==> src/rtl/lane_pwr_pkg.sv <==
package lane_pwr_pkg;
  typedef enum logic [2:0] {
    PS_OFF    = 3'd0,
    PS_HIB    = 3'd1,
    PS_SLEEP  = 3'd2,
    PS_LBURST = 3'd3,
    PS_STALL  = 3'd4,
    PS_HBURST = 3'd5
  } lane_st_e;

  typedef enum logic [1:0] {
    TSEL_HIB   = 2'd0,
    TSEL_SLEEP = 2'd1,
    TSEL_STALL = 2'd2
  } tsel_e;
endpackage

==> src/rtl/lane_req_hold.sv <==
module lane_req_hold (
  input  logic clk,
  input  logic rst_n,
  input  logic clr,
  input  logic hib_req,
  input  logic mode_req,
  input  logic mode_hs,
  input  logic hib_take,
  input  logic mode_take,
  output logic hib_go,
  output logic mode_go,
  output logic mode_tgt_hs
);
  logic pend_hib, pend_mode, pend_hs;

  // a fresh pulse counts at once; otherwise the held copy is used
  assign hib_go      = hib_req | pend_hib;
  assign mode_go     = mode_req | pend_mode;
  assign mode_tgt_hs = mode_req ? mode_hs : pend_hs;

  always_ff @(posedge clk or negedge rst_n) begin
    if (!rst_n) begin
      pend_hib  <= 1'b0;
      pend_mode <= 1'b0;
      pend_hs   <= 1'b0;
    end else if (clr) begin
      pend_hib  <= 1'b0;
      pend_mode <= 1'b0;
      pend_hs   <= 1'b0;
    end else begin
      if (hib_take)     pend_hib <= 1'b0;
      else if (hib_req) pend_hib <= 1'b1;
      if (mode_take) pend_mode <= 1'b0;
      else if (mode_req) begin
        pend_mode <= 1'b1;
        pend_hs   <= mode_hs;
      end
    end
  end

  // a power loss leaves nothing held
  p_clear_on_drop_r10: assert property (@(posedge clk) disable iff (!rst_n)
    clr |=> (!pend_hib && !pend_mode));
endmodule

==> src/rtl/lane_wake_timer.sv <==
module lane_wake_timer
  import lane_pwr_pkg::*;
#(
  parameter int CNT_W = 8
) (
  input  logic             clk,
  input  logic             rst_n,
  input  logic             clr,
  input  logic             start,
  input  tsel_e            sel,
  input  logic [CNT_W-1:0] hib_cyc,
  input  logic [CNT_W-1:0] sleep_cyc,
  input  logic [CNT_W-1:0] stall_cyc,
  output logic             run,
  output logic             done
);
  logic [CNT_W-1:0] cnt;
  logic [CNT_W-1:0] load_val;

  always_comb begin
    unique case (sel)
      TSEL_SLEEP: load_val = sleep_cyc;
      TSEL_STALL: load_val = stall_cyc;
      default:    load_val = hib_cyc;
    endcase
  end

  assign done = run && (cnt == '0);

  always_ff @(posedge clk or negedge rst_n) begin
    if (!rst_n) begin
      run <= 1'b0;
      cnt <= '0;
    end else if (clr) begin
      run <= 1'b0;
      cnt <= '0;
    end else if (start) begin
      run <= 1'b1;
      cnt <= load_val;
    end else if (run) begin
      if (cnt == '0) run <= 1'b0;
      else           cnt <= cnt - 1'b1;
    end
  end

  // the sequencer never restarts a recovery that is still counting
  p_no_restart_r3: assert property (@(posedge clk) disable iff (!rst_n)
    run |-> !start);
endmodule

==> src/rtl/lane_pwr_fsm.sv <==
module lane_pwr_fsm
  import lane_pwr_pkg::*;
(
  input  logic     clk,
  input  logic     rst_n,
  input  logic     pwr_good,
  input  logic     wake_req,
  input  logic     burst_req,
  input  logic     hib_go,
  input  logic     mode_go,
  input  logic     mode_tgt_hs,
  input  logic     t_run,
  input  logic     t_done,
  output logic     t_start,
  output tsel_e    t_sel,
  output logic     hib_take,
  output logic     mode_take,
  output lane_st_e st,
  output logic     burst_active,
  output logic     lane_ready
);
  lane_st_e nxt;

  always_comb begin
    nxt       = st;
    t_start   = 1'b0;
    t_sel     = TSEL_HIB;
    hib_take  = 1'b0;
    mode_take = 1'b0;
    unique case (st)
      PS_OFF: nxt = PS_HIB;
      PS_HIB: begin
        if (t_run) begin
          if (t_done) nxt = PS_SLEEP;
        end else begin
          if (hib_go) hib_take = 1'b1;
          if (wake_req) begin
            t_start = 1'b1;
            t_sel   = TSEL_HIB;
          end
        end
      end
      PS_SLEEP: begin
        if (t_run) begin
          if (t_done) nxt = PS_LBURST;
        end else if (hib_go) begin
          hib_take = 1'b1;
          nxt      = PS_HIB;
        end else if (mode_go) begin
          mode_take = 1'b1;
          if (mode_tgt_hs) nxt = PS_STALL;
        end else if (burst_req) begin
          t_start = 1'b1;
          t_sel   = TSEL_SLEEP;
        end
      end
      PS_STALL: begin
        if (t_run) begin
          if (t_done) nxt = PS_HBURST;
        end else if (hib_go) begin
          hib_take = 1'b1;
          nxt      = PS_HIB;
        end else if (mode_go) begin
          mode_take = 1'b1;
          if (!mode_tgt_hs) nxt = PS_SLEEP;
        end else if (burst_req) begin
          t_start = 1'b1;
          t_sel   = TSEL_STALL;
        end
      end
      PS_LBURST: if (!burst_req) nxt = PS_SLEEP;
      PS_HBURST: if (!burst_req) nxt = PS_STALL;
      default:   nxt = PS_OFF;
    endcase
    if (!pwr_good) begin
      nxt       = PS_OFF;
      t_start   = 1'b0;
      hib_take  = 1'b0;
      mode_take = 1'b0;
    end
  end

  always_ff @(posedge clk or negedge rst_n) begin
    if (!rst_n) st <= PS_OFF;
    else        st <= nxt;
  end

  assign burst_active = (st == PS_LBURST) || (st == PS_HBURST);
  assign lane_ready   = ((st == PS_SLEEP) || (st == PS_STALL) || burst_active) && !t_run;

  // a low-speed burst with no request left falls back to sleep
  p_ls_end_r6: assert property (@(posedge clk) disable iff (!rst_n)
    (st == PS_LBURST && !burst_req && pwr_good) |=> (st == PS_SLEEP));
  // a high-speed burst with no request left falls back to stall
  p_hs_end_r6: assert property (@(posedge clk) disable iff (!rst_n)
    (st == PS_HBURST && !burst_req && pwr_good) |=> (st == PS_STALL));
endmodule

==> src/rtl/lane_pwr_ctrl.sv <==
module lane_pwr_ctrl
  import lane_pwr_pkg::*;
#(
  parameter int CNT_W = 8
) (
  input  logic             clk,
  input  logic             rst_n,
  input  logic             pwr_good,
  input  logic             wake_req,
  input  logic             hib_req,
  input  logic             mode_req,
  input  logic             mode_hs,
  input  logic             burst_req,
  input  logic [CNT_W-1:0] hib_cyc,
  input  logic [CNT_W-1:0] sleep_cyc,
  input  logic [CNT_W-1:0] stall_cyc,
  output logic [2:0]       state_o,
  output logic             burst_active,
  output logic             lane_ready
);
  logic     clr;
  logic     hib_go, mode_go, mode_tgt_hs;
  logic     hib_take, mode_take;
  logic     t_start, t_run, t_done;
  tsel_e    t_sel;
  lane_st_e st;

  assign clr     = !pwr_good;
  assign state_o = st;

  lane_req_hold u_hold (
    .clk         (clk),
    .rst_n       (rst_n),
    .clr         (clr),
    .hib_req     (hib_req),
    .mode_req    (mode_req),
    .mode_hs     (mode_hs),
    .hib_take    (hib_take),
    .mode_take   (mode_take),
    .hib_go      (hib_go),
    .mode_go     (mode_go),
    .mode_tgt_hs (mode_tgt_hs)
  );

  lane_wake_timer #(.CNT_W(CNT_W)) u_timer (
    .clk       (clk),
    .rst_n     (rst_n),
    .clr       (clr),
    .start     (t_start),
    .sel       (t_sel),
    .hib_cyc   (hib_cyc),
    .sleep_cyc (sleep_cyc),
    .stall_cyc (stall_cyc),
    .run       (t_run),
    .done      (t_done)
  );

  lane_pwr_fsm u_fsm (
    .clk          (clk),
    .rst_n        (rst_n),
    .pwr_good     (pwr_good),
    .wake_req     (wake_req),
    .burst_req    (burst_req),
    .hib_go       (hib_go),
    .mode_go      (mode_go),
    .mode_tgt_hs  (mode_tgt_hs),
    .t_run        (t_run),
    .t_done       (t_done),
    .t_start      (t_start),
    .t_sel        (t_sel),
    .hib_take     (hib_take),
    .mode_take    (mode_take),
    .st           (st),
    .burst_active (burst_active),
    .lane_ready   (lane_ready)
  );

  // a supply drop sampled at an edge lands in the off state
  p_drop_off_r1: assert property (@(posedge clk) disable iff (!rst_n)
    !pwr_good |=> (state_o == 3'd0 && !lane_ready && !burst_active));
  // off always steps into hibernate when supply is good
  p_off_to_hib_r2: assert property (@(posedge clk) disable iff (!rst_n)
    (state_o == 3'd0 && pwr_good) |=> (state_o == 3'd1));
  // sleep is entered only from hibernate, stall or its own burst
  p_sleep_entry_r2: assert property (@(posedge clk) disable iff (!rst_n)
    (state_o == 3'd2 && $past(state_o) != 3'd2) |->
      ($past(state_o) == 3'd1 || $past(state_o) == 3'd4 || $past(state_o) == 3'd3));
  // the lane was not ready in the cycle before a low-speed burst begins
  p_ls_entry_r4: assert property (@(posedge clk) disable iff (!rst_n)
    (state_o == 3'd3 && $past(state_o) == 3'd2) |-> !$past(lane_ready));
  // the high-speed burst is entered only from stall
  p_hs_entry_r5: assert property (@(posedge clk) disable iff (!rst_n)
    (state_o == 3'd5 && $past(state_o) != 3'd5) |-> ($past(state_o) == 3'd4));
  // a high-speed burst never leads straight into sleep
  p_burst_exit_r8: assert property (@(posedge clk) disable iff (!rst_n)
    (state_o == 3'd5) |=> (state_o == 3'd5 || state_o == 3'd4 || state_o == 3'd0));
endmodule

==> config.mk <==
export PLATFORM = sky130hd
export DESIGN_NAME = lane_pwr_ctrl
export DESIGN_NICKNAME = d
export VERILOG_FILES = /design/src/rtl/lane_pwr_pkg.sv /design/src/rtl/lane_req_hold.sv /design/src/rtl/lane_wake_timer.sv /design/src/rtl/lane_pwr_fsm.sv /design/src/rtl/lane_pwr_ctrl.sv
export SDC_FILE = /design/constraint.sdc
export NUM_CORES = 1
export LEC_CHECK = 0
export ABC_AREA = 1
export BUFFER_PORTS_ARGS = -buffer_cell sky130_fd_sc_hd__buf_2
export CELL_PAD_IN_SITES_DETAIL_PLACEMENT = 0
export CELL_PAD_IN_SITES_GLOBAL_PLACEMENT = 1
export CORE_MARGIN = 4
export CORE_UTILIZATION = 34
export DETAILED_ROUTE_END_ITERATION = 6
export GPL_TIMING_DRIVEN = 0
export PLACE_DENSITY = 0.82
export SYNTH_ARGS = -nofsm -noshare
export SYNTH_HDL_FRONTEND = slang
export SYNTH_SLANG_ARGS = --single-unit
==> constraint.sdc <==
create_clock -name clk -period 2 [get_ports clk]
set_input_delay 0.5 -clock clk [delete_from_list [all_inputs] [get_ports clk]]
set_output_delay 0.5 -clock clk [all_outputs]
set_load 0.03 [all_outputs]
==> flow_metrics.env, run 1 <==
export IMPL_outcome="complete, no violations"
export IMPL_worstPathRequired_ns=2.14
export IMPL_hpwl_mm=3.00
export IMPL_initialDrtViolationCount=94
export IMPL_vdd_drop_max_v=0.000683
export IMPL_clockRootBuffer="clkbuf_8"
export IMPL_cts_path_max_buffers=2
export IMPL_overflow=0
export IMPL_cp_start_kind="flip-flop"
export IMPL_slew_violations=0
export IMPL_p_seq_share_pct=21.4
export IMPL_worstPathCellList="buf_6 > inv_4 > nand2_4 > nor2_4 > inv_2 > nor2_4 > inv_2 > ha_4 > inv_6 > buf_8 > o21ai_0 > nand3_1 > nand3_2 > nand2_1"
export IMPL_ant_nets=0
export IMPL_synth_seq_area_share_pct=25.0
export IMPL_power_density_mw_per_mm2=1240
export IMPL_reg2reg_depth=14
export IMPL_cts_buffers=3
export IMPL_firstDrtPassIters=4
export IMPL_synth_cell_types=29
export IMPL_synth_area_mm2=0.00150
export IMPL_period_minus_slack_ns=1.94
export IMPL_clkPwrFrac_pct=10.1
export IMPL_p_int_mw=1.21
export IMPL_synth_edf_count=0
export IMPL_ys_top_cells_by_area="dfrtp_1 (25%), nand2_1 (14%), nand3_1 (13%), inv_1 (6.2%), nor2_1 (5.5%)"
export IMPL_fillers=425
export IMPL_clock_latency_ns=0.25
export IMPL_met2_length_mm=2.01
export IMPL_synth_top_cell_area_share_pct=25.0
export IMPL_routed_wl_met3_um=193
export IMPL_yosys_warnings=0
export IMPL_synthSimpleGateAreaFrac_pct=50.2
export IMPL_via_per_inst=4.96
export IMPL_syn2layout_area_growth_pct=34.3
export IMPL_nets=310
export IMPL_grt_pass1_wl_mm=6.62
export IMPL_num_antenna_cells=0
export IMPL_timing_critical_path_slowest_cell_delay_ns=0.38
export IMPL_path_clk_slew_ns=0.07
export IMPL_synth_top_family_by_area="simple AND/OR/NAND/NOR gates"
export IMPL_synth_top_area_cell="dfrtp_1"
export IMPL_place_gp_congestion=0.834
export IMPL_grt_max_degree=16
export IMPL_period_share_pct=97.2
export IMPL_htreeDepth=1
export IMPL_crit_path_max_fanout=7
export IMPL_arrival_ns=2.09
export IMPL_wl_met1_mm=1.85
export IMPL_clock_fmax_mhz=514
export IMPL_synth_compound_area_share_pct=8.15
export IMPL_critPathSlowestCell="dfrtp_1"
export IMPL_die_h_um=74.5
export IMPL_core_area_mm2=0.00414
export IMPL_first_global_vias=1460
export IMPL_syn_area_per_cell_um2=6.77
export IMPL_vias=1602
export IMPL_hold_class="in2async"
export IMPL_finalHoldViolations=0
export IMPL_tightest_slew_ns=0.488
export IMPL_combPwrFrac_pct=68.5
export IMPL_p_sw_share_pct=51.5
export IMPL_die_area_mm2=0.00555
export IMPL_grt_usage_pct=15.1
export IMPL_synthAdderAreaFrac_pct=3.33
export IMPL_top_layer_used="met4"
export IMPL_cp_end_kind="flip-flop"
export IMPL_synth_async_reset_ratio_pct=100
export IMPL_total_power_mw=2.49
export IMPL_synth_most_common_cell="nand2_1"
export IMPL_drc=0
export IMPL_antenna_found_initial=0
export IMPL_wire_per_inst_um=12.8
export IMPL_maxCapViolCount=0
export IMPL_holdBufCountCts=0
export IMPL_synth_xor_area_share_pct=2.91
export IMPL_die_w_um=74.5
export IMPL_io_pins=37
export IMPL_path_buf_inv=6
export IMPL_path_depth=14
export IMPL_p_sw_mw=1.29
export IMPL_ys_ff_latch=15
export IMPL_ys_flop_type="dfrtp_1"
export IMPL_port_buffers=35
export IMPL_wl_mm=4.13
export IMPL_muxShareOfSynthArea_pct=0
export IMPL_drive_gt1_share_pct=36.3
export IMPL_synth_cells=222
export IMPL_row_count=23
export IMPL_path_delay_family="simple AND/OR/NAND/NOR gates"
export IMPL_clock_skew_ns=0.00243
export IMPL_p_leak_nw=0.984
export IMPL_utilization_pct=48.7
export IMPL_criticalPathCategory="reg2reg"
export IMPL_setup_violations_final=0
export IMPL_cts_num_sinks=15
export IMPL_cts_tree="yes"
export IMPL_initial_core_util_pct=36.3
export IMPL_synth_nets=258
export IMPL_synth_common_cells="nand2_1 (56), nand3_1 (38), inv_1 (25)"
export IMPL_slew_headroom_pct=67.4
[final cells by class]
type                            count  area (um^2)  area share [%]
Multi-Input combinational cell    170         1060            52.4
Sequential cell                    15          379            18.8
Timing Repair Buffer               49          303            15.0
Inverter                           31          129            6.38
Tap cell                           50         62.6            3.10
Clock buffer                        3         41.3            2.04
Buffer                              4         41.3            2.04
Clock inverter                      1         5.00           0.248
[kinds of logic (layout without fill, tap and decap cells)]
logic type	Yosys count	count (layout)
adders and majority gates	4	4
AOI/OAI and AO/OA	20	20
DFF	15	15
and+or+nand+nor	141	141
buffers and inverters	37	88
xor gates and xnor gates	5	5
[final timing paths]
check / startpoint / to / slack [ns]
min in group clk: u_timer.cnt[0] / u_timer.cnt[0] / 0.52
max in group asynchronous: rst_n / u_fsm.st[0] / 1.55
min: rst_n / u_timer.cnt[6] / 0.16
max: u_timer.run / u_timer.cnt[5] / 0.06
min reg2reg: u_timer.cnt[0] / u_timer.cnt[0] / 0.52
max reg2reg: u_timer.run / u_timer.cnt[5] / 0.06
[cells in the final DEF (no fill, tap or decap), drive strengths merged]
master,Yosys,layout
clkbuf,3,3
inv,31,31
nand2,65,65
nor4,1,1
ha,4,4
nand3,44,44
nor3,1,1
a21oi,4,4
dfrtp,15,15
nand4,3,3
a31oi,5,5
xnor2,1,1
o21ai,6,6
nor2,27,27
xor2,4,4
o31ai,1,1
o211ai,4,4
buf,3,53
clkinv,0,1
[state kept, by name, summed over array words and instances, names as in the netlist]
| register | count |
|---|---|
| u_hold.pend_mode | 1 |
| u_timer.cnt | 8 |
| u_hold.pend_hs | 1 |
| u_fsm.st | 3 |
| u_hold.pend_hib | 1 |
| u_timer.run | 1 |
[metal layers]
| metal | global-route usage (%) | vias to the layer above |
|---|---|---|
| met5 | 0 | - |
| met4 | 4.35 | 0 |
| met3 | 2.03 | 6 |
| met2 | 25.8 | 46 |
| met1 | 20.0 | 722 |
| li1 | - | 828 |
[stage by stage]
stage	cells	hold slack (ns)	cell area [um^2]	setup slack (ns)	setup TNS, ns
after floorplan	222	0.204	1530	-0.0229	-0.0649
after global placement	307	0.438	1770	-0.374	-2.65
after detailed placement	307	0.441	1770	-0.374	-2.74
after CTS	320	0.167	1900	0.000494	0
after global routing	323	0.178	2020	-0.0221	-0.0699
final	323	0.159	2020	0.0552	0
[worst register-to-register path: cells and delay by family, from the launching register on]
kind | cells | cell delay, ns
flops | 1 | 0.38
compound gates | 1 | 0.16
simple gates | 6 | 0.56
buf+inv | 6 | 0.47
fa+ha+maj | 1 | 0.28
[power groups by stage]
stage / Sequential (mW) / Combinational [mW] / Clock, mW
floorplan: 0.566 / 1.19 / 0
global placement: 0.550 / 1.51 / 0
detailed placement: 0.549 / 1.53 / 0
CTS: 0.529 / 1.64 / 0.264
global route: 0.550 / 1.89 / 0.279
finish: 0.533 / 1.71 / 0.253
[repair_timing]
item                                    4_1_cts  5_1_grt
pin swaps                                     5       10
endpoints found under the setup margin        9        9
setup buffers                                10        3
resized for setup                             6       21
gates cloned                                  1        0
Power figures use the tool's default switching activity.
==> run 2, diff against run 1 <==
Settings changed: SETUP_SLACK_MARGIN set to 0.5.
==> run 2 against run 1 <==
Net effect: sequential share of layout area is 2.7 points lower; clock power is 6% higher; die area stayed put; first-iteration DRC count is 2.1% higher; sequential cell count stayed put; non-clock buffer count is 24 higher; critical path type unchanged; critical endpoint is now u_timer.cnt[2].
==> flow_metrics.env, run 2 (synthesized netlist as in run 1, its figures left out) <==
export IMPL_slew_violations=0
export IMPL_core_area_mm2=0.00414
export IMPL_tightest_slew_ns=0.482
export IMPL_crit_path_max_fanout=5
export IMPL_clockRootBuffer="clkbuf_8"
export IMPL_cts_path_max_buffers=2
export IMPL_maxCapViolCount=0
export IMPL_place_gp_congestion=0.784
export IMPL_initial_core_util_pct=36.3
export IMPL_grt_pass1_wl_mm=7.42
export IMPL_antenna_found_initial=0
export IMPL_hold_class="in2async"
export IMPL_die_w_um=74.5
export IMPL_layout_cells_most_common_list="nand2_1 (50), nand3_1 (32), buf_2 (30)"
export IMPL_port_buffers=35
export IMPL_num_antenna_cells=0
export IMPL_stdcell_area_mm2=0.00236
export IMPL_fillers=396
export IMPL_cts_buffers=3
export IMPL_wl_mm=4.53
export IMPL_via_per_inst=4.92
export IMPL_regMostFlops="u_timer.cnt"
export IMPL_firstDrtPassIters=4
export IMPL_holdBufCountCts=0
export IMPL_layout_commonest_cell="nand2_1"
export IMPL_slew_headroom_pct=67.9
export IMPL_grt_max_degree=16
export IMPL_top_regs="u_timer.cnt (8), u_fsm.st (3)"
export IMPL_syn2layout_area_growth_pct=57.2
export IMPL_cts_tree="yes"
export IMPL_io_pins=37
export IMPL_cts_num_sinks=15
export IMPL_period_share_pct=96.1
export IMPL_outcome="complete, no violations"
export IMPL_row_count=23
export IMPL_rsz0062_at_grt="true"
export IMPL_clock_skew_ns=0.00150
export IMPL_hpwl_mm=2.97
export IMPL_path_clk_slew_ns=0.07
export IMPL_setup_tns_final_ns=0
export IMPL_overflow=0
export IMPL_first_global_vias=1615
export IMPL_vias=1711
export IMPL_clock_fmax_mhz=520
export IMPL_setup_violations_final=0
export IMPL_htreeDepth=1
export IMPL_vdd_drop_max_v=0.000501
export IMPL_drive_gt1_share_pct=48.3
export IMPL_clock_latency_ns=0.25
export IMPL_arrival_ns=2.07
export IMPL_p_leak_nw=1.12
export IMPL_finalHoldViolations=0
export IMPL_die_area_mm2=0.00555
export IMPL_utilization_pct=57.0
export IMPL_cp_end_kind="flip-flop"
export IMPL_grt_usage_pct=17.1
export IMPL_largest_reg_flops=8
export IMPL_power_density_mw_per_mm2=1280
export IMPL_criticalPathCategory="reg2reg"
export IMPL_period_minus_slack_ns=1.92
export IMPL_worstPathRequired_ns=2.15
export IMPL_die_h_um=74.5
export IMPL_cp_start_kind="flip-flop"
export IMPL_nets=335
export IMPL_wire_per_inst_um=13.0
export IMPL_initialDrtViolationCount=96
export IMPL_ant_nets=0
export IMPL_placed_area_mm2=0.00181
export IMPL_drc=0
-- run 2: cell count changes in the layout (fill, tap and decap cells not counted), sizes merged --
cell / change
buf: +22
clkbuf: +2
nand2: +1
-- run 2: worst paths after layout --
path | slack [ns] | end | start | cells past startpoint
min in group clk | 0.55 | u_hold.pend_hs | u_hold.pend_hs | 2
hold / removal | 0.16 | u_hold.pend_hib | rst_n | 1
setup reg to reg | 0.08 | u_timer.cnt[2] | u_timer.run | 15
hold reg to reg | 0.55 | u_hold.pend_hs | u_hold.pend_hs | 2
max in group asynchronous | 1.54 | u_fsm.st[1] | rst_n | 1
setup / recovery | 0.08 | u_timer.cnt[2] | u_timer.run | 15
-- run 2: final cells by class --
type | count | area [um^2] | share of cell area (%)
multi-input cells | 171 | 1160 | 49.2
repair buffers | 71 | 523 | 22.1
flip-flops and latches | 15 | 379 | 16.0
inverters | 31 | 131 | 5.56
well taps | 50 | 62.6 | 2.65
plain buffers | 6 | 57.6 | 2.44
clock buffers | 3 | 41.3 | 1.75
clock inverters | 1 | 5.00 | 0.212
-- run 2: power by group --
part | leakage [nW] | internal, mW | switching (mW)
Clock | 0.0255 | 0.138 | 0.129
Sequential | 0.196 | 0.418 | 0.122
Combinational | 0.903 | 0.982 | 1.24
-- run 2: critical path, stage by stage, from the launching register on --
cell and delay [ns]:
dfrtp_1 0.38, buf_6 0.12, inv_4 0.05, nand2_4 0.05, nor2_4 0.11, inv_2 0.06
nor2_4 0.08, inv_1 0.04, ha_1 0.27, inv_2 0.12, buf_4 0.14, nand3_1 0.07
o21ai_0 0.08, nand3_1 0.11, nand3_2 0.08, nand2_1 0.04
-- run 2: routing by layer --
layer  up-vias  part of all wire (%)  GRT usage (%)
met5         -                     0              0
met2        55                    48           28.3
met4         0                   1.2           5.34
met3         4                   4.4           1.08
met1       773                    46           23.7
li1        879                     -              -
-- run 2: per-stage QoR --
| stage | hold slack, ns | instances | setup WS (ns) | power [mW] |
|---|---|---|---|---|
| after floorplan | 0.204 | 222 | 0.00105 | 1.83 |
| after global placement | 0.448 | 307 | -0.344 | 2.14 |
| after detailed placement | 0.447 | 307 | -0.361 | 2.13 |
| after CTS | 0.175 | 339 | 0.103 | 2.71 |
| after global routing | 0.187 | 348 | -0.0604 | 3.29 |
| final | 0.156 | 348 | 0.0777 | 3.03 |
-- run 2: timing repair --
action                     in CTS  in global routing
gates cloned                    1                  1
setup buffers                  27                  8
setup endpoints to repair      10                 18
pin swaps                      11                 26
gates resized for setup        17                 48
